File: src/rtl/spi_cfg_regs.sv
module spi_cfg_regs #(
  parameter int         GT_N    = 41,
  parameter int         IW      = 6,
  parameter logic [7:0] KEY     = 8'hAA,
  parameter logic [7:0] GT_BASE = 8'h10
) (
  input  logic          clk,
  input  logic          rst_n,
  input  logic          sck,
  input  logic          cs_n,
  input  logic          mosi,
  input  logic [IW-1:0] gt_idx,
  output logic [7:0]    gt_data,
  output logic [7:0]    pulse_on_len,
  output logic [7:0]    on_off_gap,
  output logic [15:0]   pulse_off_len,
  output logic [15:0]   off_acq_delay,
  output logic [15:0]   acq_len,
  output logic [23:0]   cycle_period,
  output logic          cont_mode,
  output logic [7:0]    gain_dac,
  output logic [7:0]    adc_rate_div,
  output logic [7:0]    burst_count,
  output logic          sw_trig,
  output logic          mem_ptr_clr
);

  typedef enum logic [1:0] {ST_KEY, ST_ADR, ST_DAT} st_t;

  logic [2:0] sck_s;
  logic [1:0] cs_s, mo_s;
  logic [2:0] bcnt;
  logic [6:0] sh;
  logic [7:0] rx, adr;
  logic       rx_v;
  st_t        st;
  logic [7:0] gt [GT_N];

  wire cs_act   = ~cs_s[1];
  wire sck_rise = sck_s[1] & ~sck_s[2];
  wire wr       = rx_v && (st == ST_DAT);

  always_ff @(posedge clk or negedge rst_n)
    if (!rst_n) begin
      sck_s <= '0;
      cs_s  <= 2'b11;
      mo_s  <= '0;
    end else begin
      sck_s <= {sck_s[1:0], sck};
      cs_s  <= {cs_s[0], cs_n};
      mo_s  <= {mo_s[0], mosi};
    end

  always_ff @(posedge clk or negedge rst_n)
    if (!rst_n) begin
      bcnt <= '0;
      sh   <= '0;
      rx   <= '0;
      rx_v <= 1'b0;
    end else begin
      rx_v <= 1'b0;
      if (!cs_act) bcnt <= '0;
      else if (sck_rise) begin
        sh   <= {sh[5:0], mo_s[1]};
        bcnt <= bcnt + 3'd1;
        if (bcnt == 3'd7) begin
          rx   <= {sh, mo_s[1]};
          rx_v <= 1'b1;
        end
      end
    end

  always_ff @(posedge clk or negedge rst_n)
    if (!rst_n) begin
      st  <= ST_KEY;
      adr <= '0;
    end else if (rx_v) begin
      unique case (st)
        ST_KEY:  if (rx == KEY) st <= ST_ADR;
        ST_ADR:  begin adr <= rx; st <= ST_DAT; end
        default: st <= ST_KEY;
      endcase
    end

  always_ff @(posedge clk or negedge rst_n)
    if (!rst_n) begin
      pulse_on_len  <= 8'h14;
      on_off_gap    <= 8'h0A;
      pulse_off_len <= 16'h00C8;
      off_acq_delay <= 16'h02BC;
      acq_len       <= 16'h32C8;
      cycle_period  <= 24'h0186A0;
      cont_mode     <= 1'b0;
      gain_dac      <= 8'h11;
      adc_rate_div  <= 8'h03;
      burst_count   <= 8'h0A;
      sw_trig       <= 1'b0;
      mem_ptr_clr   <= 1'b0;
    end else begin
      sw_trig     <= wr && (adr == 8'hEA);
      mem_ptr_clr <= wr && (adr == 8'hEF);
      if (wr) begin
        case (adr)
          8'hE0: pulse_on_len         <= rx;
          8'hD0: on_off_gap           <= rx;
          8'hE1: pulse_off_len[15:8]  <= rx;
          8'hE2: pulse_off_len[7:0]   <= rx;
          8'hE3: off_acq_delay[15:8]  <= rx;
          8'hE4: off_acq_delay[7:0]   <= rx;
          8'hE5: acq_len[15:8]        <= rx;
          8'hE6: acq_len[7:0]         <= rx;
          8'hE7: cycle_period[23:16]  <= rx;
          8'hE8: cycle_period[15:8]   <= rx;
          8'hE9: cycle_period[7:0]    <= rx;
          8'hEB: cont_mode            <= rx[0];
          8'hEC: gain_dac             <= rx;
          8'hED: adc_rate_div         <= rx;
          8'hEE: burst_count          <= rx;
          default: ;
        endcase
      end
    end

  for (genvar g = 0; g < GT_N; g++) begin : g_tbl
    always_ff @(posedge clk or negedge rst_n)
      if (!rst_n) gt[g] <= '0;
      else if (wr && adr == 8'(GT_BASE + g)) gt[g] <= rx;
  end

  assign gt_data = (int'(gt_idx) < GT_N) ? gt[gt_idx] : 8'h00;

  AST_TRIG_ONE_CYCLE: assert property (@(posedge clk) disable iff (!rst_n)
    sw_trig |=> !sw_trig);
  AST_PCLR_ONE_CYCLE: assert property (@(posedge clk) disable iff (!rst_n)
    mem_ptr_clr |=> !mem_ptr_clr);
  AST_BAD_KEY_STAYS: assert property (@(posedge clk) disable iff (!rst_n)
    (st == ST_KEY && rx_v && rx != KEY) |=> st == ST_KEY);
  AST_CS_DROP_CLEARS: assert property (@(posedge clk) disable iff (!rst_n)
    !cs_act |=> bcnt == 3'd0);
  AST_PERIOD_HOLD: assert property (@(posedge clk) disable iff (!rst_n)
    !$past(rx_v) |-> $stable(cycle_period));
  AST_MODE_HOLD: assert property (@(posedge clk) disable iff (!rst_n)
    !$past(rx_v) |-> $stable(cont_mode));
  AST_DATA_RETURNS: assert property (@(posedge clk) disable iff (!rst_n)
    (st == ST_DAT && rx_v) |=> st == ST_KEY);

endmodule

File: config.mk
export PLATFORM = sky130hd
export DESIGN_NAME = spi_cfg_regs
export DESIGN_NICKNAME = d
export VERILOG_FILES = /design/src/rtl/spi_cfg_regs.sv
export SDC_FILE = /design/constraint.sdc
export NUM_CORES = 1
export LEC_CHECK = 0
export CORE_ASPECT_RATIO = 0.9
export CORE_MARGIN = 5
export CORE_UTILIZATION = 30
export CTS_BUF_LIST = sky130_fd_sc_hd__clkbuf_16
export CTS_CLUSTER_DIAMETER = 60
export CTS_CLUSTER_SIZE = 8
export DETAILED_ROUTE_END_ITERATION = 16
export SKIP_LAST_GASP = 1
export SYNTH_ARGS = -nofsm -noshare
export SYNTH_HDL_FRONTEND = slang
export SYNTH_SLANG_ARGS = --single-unit
File: constraint.sdc
create_clock -name clk -period 3.6 [get_ports clk]
set_input_delay 1.08 -clock clk [delete_from_list [all_inputs] [get_ports clk]]
set_output_delay 1.08 -clock clk [all_outputs]
set_load 0.005 [all_outputs]
---- After elaboration in Yosys (flattened, before gate mapping) ----
Cells that the tools add are included.
storage, ports and cells
  memories ................................ 0
  input bits .............................. 11
  ROM bits ................................ 0
  bits in writable memories ............... 0
  flip-flop bits (word level) ............. 479
  logic and storage cells ................. 213
  bits in latches ......................... 0
operators by class
  $add $sub $neg .......................... 1
  eq/ne operators ......................... 63
  reduce and logical (&&, ||, !) cells .... 65
  div/mod/pow operators ................... 0
  order comparisons ....................... 2
  multipliers ............................. 0
  multiplexer cells ....................... 11
  shift operators ......................... 0
  bitwise gates (word level) .............. 4
operators by type and width
  operator             number
  $eq 8x6->1 const B   25
  $eq 8x8->1 const B   18
  $eq 8x5->1 const B   16
  $bmux 8 s6           1
  $logic_and 1x1->1    44
  $reduce_and 2->1     18
  $mux 8               3
  $ge 7x7->1 const B   1
  $not 6->7            1
  $lt 6x6->1 const B   1
  $mux 3               2
  $pmux 2 s2           1
  $add 3x1->3 const B  1
  $eq 3x3->1 const B   1
  $mux 1               3
  $reduce_and 3->1     1
  $eq 2x1->1 const B   1
  $eq 2x2->1 const B   1
  $logic_not 2->1      1
  $mux 2               1
  $ne 2x2->1 const B   1
  $not 1->1            2
  $reduce_bool 2->1    1
  $and 1x1->1          1

---- Depth between registers and ports, before layout ----
  word-level depth ........................ 5
  depth in mapped cells ................... 8
  depth with buffers taken out ............ 5

---- Least setup slack after synthesis ----
No wires, ideal clock.
  path kind ............................... input -> output
  from .................................... in gt_idx[0]
  to ...................................... out gt_data[1]
  data required time ...................... 2.520 ns
  setup slack ............................. -0.078 ns
  stages .................................. 7
  arrival time ............................ 2.598 ns
  path buffers ............................ 2
  path through ............................ buf_2 buf_2 mux4_2 mux2i_1 nor2_1 o32ai_1 o21ai_0
on the way
  longest elaborated chain between the ends .. 5
ends and longest elaborated chain
  element                                     line  text
  start: declaration                          12    input logic [IW-1:0] gt_idx,
  $not 6->7 (implied by the code)             130   assign gt_data = (int'(gt_idx) < GT_N) ? gt[gt_idx] : 8'h00;
  $bmux 8 s6                                  130
  $mux 8 (implied by the code) (2 in series)  130
  $mux 8 (*)                                  130
  end: declaration                            13    output logic [7:0] gt_data,
Every way passes the cells marked *; elsewhere a longest branch is shown, timed or not. The select of a mux whose other input is x is not followed.

---- Worst setup path in the final report ----
  from .................................... in gt_idx[0]
  to ...................................... out gt_data[5]
The elaborated chain is that of the path after synthesis.

==> out/metrics.yaml <==
status:
  status: "finished with violations"
  violations: "negative setup slack"
die:
  io_pins: 134
  dieArea_mm2: 0.0762
  core-area_mm2: 0.0701
  die_h_um: 262
  start_util_pct: 30.3
  row_count: 92
  die_x_um: 290
setup_path:
  crit_fanout: 8
  critPathArrivalTime_ns: 2.80
  worstRegToRegCells: 5
  critPathLaunch: "gt_idx[0]"
  end_kind: "primary output"
  reg2reg_to: "pulse_on_len[6]"
  cp.required_ns: 2.52
  r2r_start: "adr[6]"
  crit_type: "input port to primary output"
  worstSetupStartpointType: "input port"
  r2r_slack_ns: 0.92
routing:
  drt-initial-drc-count: 699
  wire_per_inst_um: 22.1
  drc: 0
  vias: 12849
  vias_per_cell: 4.91
  firstDrtPassIters: 5
  detail-route-antenna-nets: 0
  wirelength_um: 57900
placement:
  place_inst: 2482
  place_hpwl_um: 37500
  place_congestion: 0.831
  port_buffers: 133
min_path:
  hold_class: "flip-flop to flip-flop"
  hold_path_depth: 0
  hold_end: "mo_s[1]"
  hold_start: "mo_s[0]"
yosys:
  synth-main-ff-cell: "dfrtp_1"
  synth-edff-count: 0
  synth_fp_nets: 1441
  ys_seq_area_share_pct: 56.6
  synth_cell_types: 49
  syn_area_mm2: 0.0212
  async_flop_share_pct: 100
  yosys_warnings: 0
  synth.avg_cell_area_um2: 14.9
  syn-instance-count: 1428
  synth.ff_latch_count: 479
run:
  maxCapViolCount: 0
final_layout:
  layout.nets: 1654
  multi_input_area_mm2: 0.00925
  ff_latch_area_mm2: 0.0120
  n_fill_cell: 6440
  fin_cells: 2617
  syn_to_final_growth_pct: 27.5
  drive_above_1_share_pct: 54.5
global_route:
  grt_pass1_wl_um: 90300
  grt_pass1_vias: 14221
  grt_usage_pct: 15.1
  grt_max_degree: 82
  grt.overflow.total: 0
  antenna_found_initial: 1
sta:
  tightest_slew_ns: 1.08
  setup_ws_ns: -0.280
  fin_skew_ns: 0.0308
  post-route-period-util_pct: 108
  min_period_ns: 3.88
  setup_viol: 8
  fmax_ghz: 0.258
  rsz0062_at_grt: "true"
  slew_viol_final: 0
  relSlewSlack_pct: 27.9
  hold_violations: 0
clocking:
  cts_root_buf: "clkbuf_16"
  numCtsBuffers: 71
  clock_latency_ns: 0.61
  path_clk_slew_ns: 0.05
  cts_buffer_depth: 3
  cts_tree: "done"
  htree_levels: 3
  numClockSinks: 479
power:
  total_power_uw: 12100
  power.density_mw_per_mm2: 448
  p_leak_uw: 0.0127
  peakVddDrop_mv: 0.280
[area by class of cell]
class	count	area share (%)
antenna	3	0.0277
multi-input combinational	843	34.2
sequential	479	44.5
tap	940	4.34
clock buffer	72	6.66
timing repair buffer	244	9.39
clock inverter	34	0.911
inverter	2	0.0277
[through the flow]
stage	setup slack [ns]	hold WS (ns)	instance area [um2]	TNS [ns]	util (%)
2_1_floorplan	0.00417	0.331	21200	0	-
3_3_place_gp	-0.974	0.342	24100	-7.43	34.4
3_5_place_dp	-0.955	0.352	24100	-7.39	34.4
4_1_cts	-0.334	0.362	26900	-2.36	38.3
5_1_grt	-0.340	0.369	27100	-2.46	38.6
6_report	-0.280	0.359	27100	-2.02	38.6
[worst max path at each step]
stage                       endpoint  slack [ns]  cells after the start
after floorplan           gt_data[1]       0.004                      6
after global placement    gt_data[5]       -0.97                     10
after detailed placement  gt_data[4]       -0.95                      6
after CTS                 gt_data[4]       -0.33                     10
after global routing      gt_data[3]       -0.34                      9
final                     gt_data[5]       -0.28                      9
[cells by family (layout without fill, tap and decap cells)]
kind of cell,after synthesis,in the layout,synth area share (%)
adder cells (fa/ha/maj),2,2,0.118
XOR/XNOR,1,1,0.0413
AND/OR/NAND/NOR,179,179,5.47
flip-flops,479,479,56.6
buffers and inverters,106,352,2.09
multiplexers,579,579,33.1
AO/OA/AOI/OAI,82,82,2.55
other,0,3,0
[layer usage]
layer / part of all wire, % / track usage [%] / vias up
met4: 2.4 / 4.29 / 0
met5: 0 / 0 / -
met1: 46 / 20.8 / 6855
met2: 47 / 24.3 / 262
li1: - / - / 5635
met3: 4.4 / 3.48 / 97
[synth_stat cells, types with 2 or more instances]
cell,number,area [um2]
buf_6,2,22.5
nor4b_1,2,17.5
nand3_1,5,25.0
or2_2,3,18.8
mux4_2,48,1080
o22ai_1,16,100
dfstp_2,33,867
buf_2,23,115
o31ai_1,8,60.1
nand2_1,27,101
mux2_2,503,5660
o21ai_0,18,90.1
buf_1,10,37.5
nand2b_1,12,75.1
a211oi_1,24,180
inv_1,2,7.51
a21oi_1,8,40.0
nand4_1,2,12.5
o32ai_1,8,70.1
nor2_2,17,106
nor3_1,6,30.0
nor3_4,3,48.8
nor4_1,9,56.3
nor2_8,8,160
nor4_2,2,25.0
ha_1,2,25.0
mux2i_1,27,270
nand2_2,4,25.0
clkbuf_1,68,255
dfrtp_1,446,11200
nor2_1,35,131
nor2b_1,30,188
[worst max-delay path, stage by stage]
cell     delay (ns)
buf_16         0.13
buf_12         0.14
buf_4          0.11
mux4_2         0.49
mux2i_2        0.22
nor2_1         0.09
o32ai_2        0.28
o21ai_2        0.11
buf_2          0.14
[repair_timing]
item	CTS	global route
endpoints found under the setup margin	8	8
gates cloned	4	0
pin swaps	18	13
hold buffers	0	0
gates resized for setup	133	28
buffers inserted	16	7
[placed cells by master (no fill, tap or decap), types with 23 or more instances in the layout]
master	instances
mux2_2	502
dfrtp_1	438
clkdlybuf4s50_1	119
buf_4	78
clkbuf_16	72
mux4_2	48
dfstp_2	33
nor2_1	29
nor2b_1	29
nand2_1	26
inv_1	25
nor2_2	23
[registers in the layout, summed over array words and instances (netlist names), 2 cells and up]
name           cells
gt               328
cycle_period      24
acq_len           16
off_acq_delay     16
pulse_off_len     16
adc_rate_div       8
adr                8
burst_count        8
gain_dac           8
on_off_gap         8
pulse_on_len       8
rx                 8
sh                 7
bcnt               3
sck_s              3
cs_s               2
mo_s               2
st                 2
[power by group]
| part | leakage, uW | switching, uW | internal (uW) | total, uW |
|---|---|---|---|---|
| combinational | 0.00506 | 291 | 227 | 519 |
| clock | 0.00108 | 2430 | 3720 | 6150 |
| sequential | 0.00654 | 25.8 | 5430 | 5460 |
| total | 0.0127 | 2750 | 9380 | 12100 |
Power figures use the tool's default switching activity.
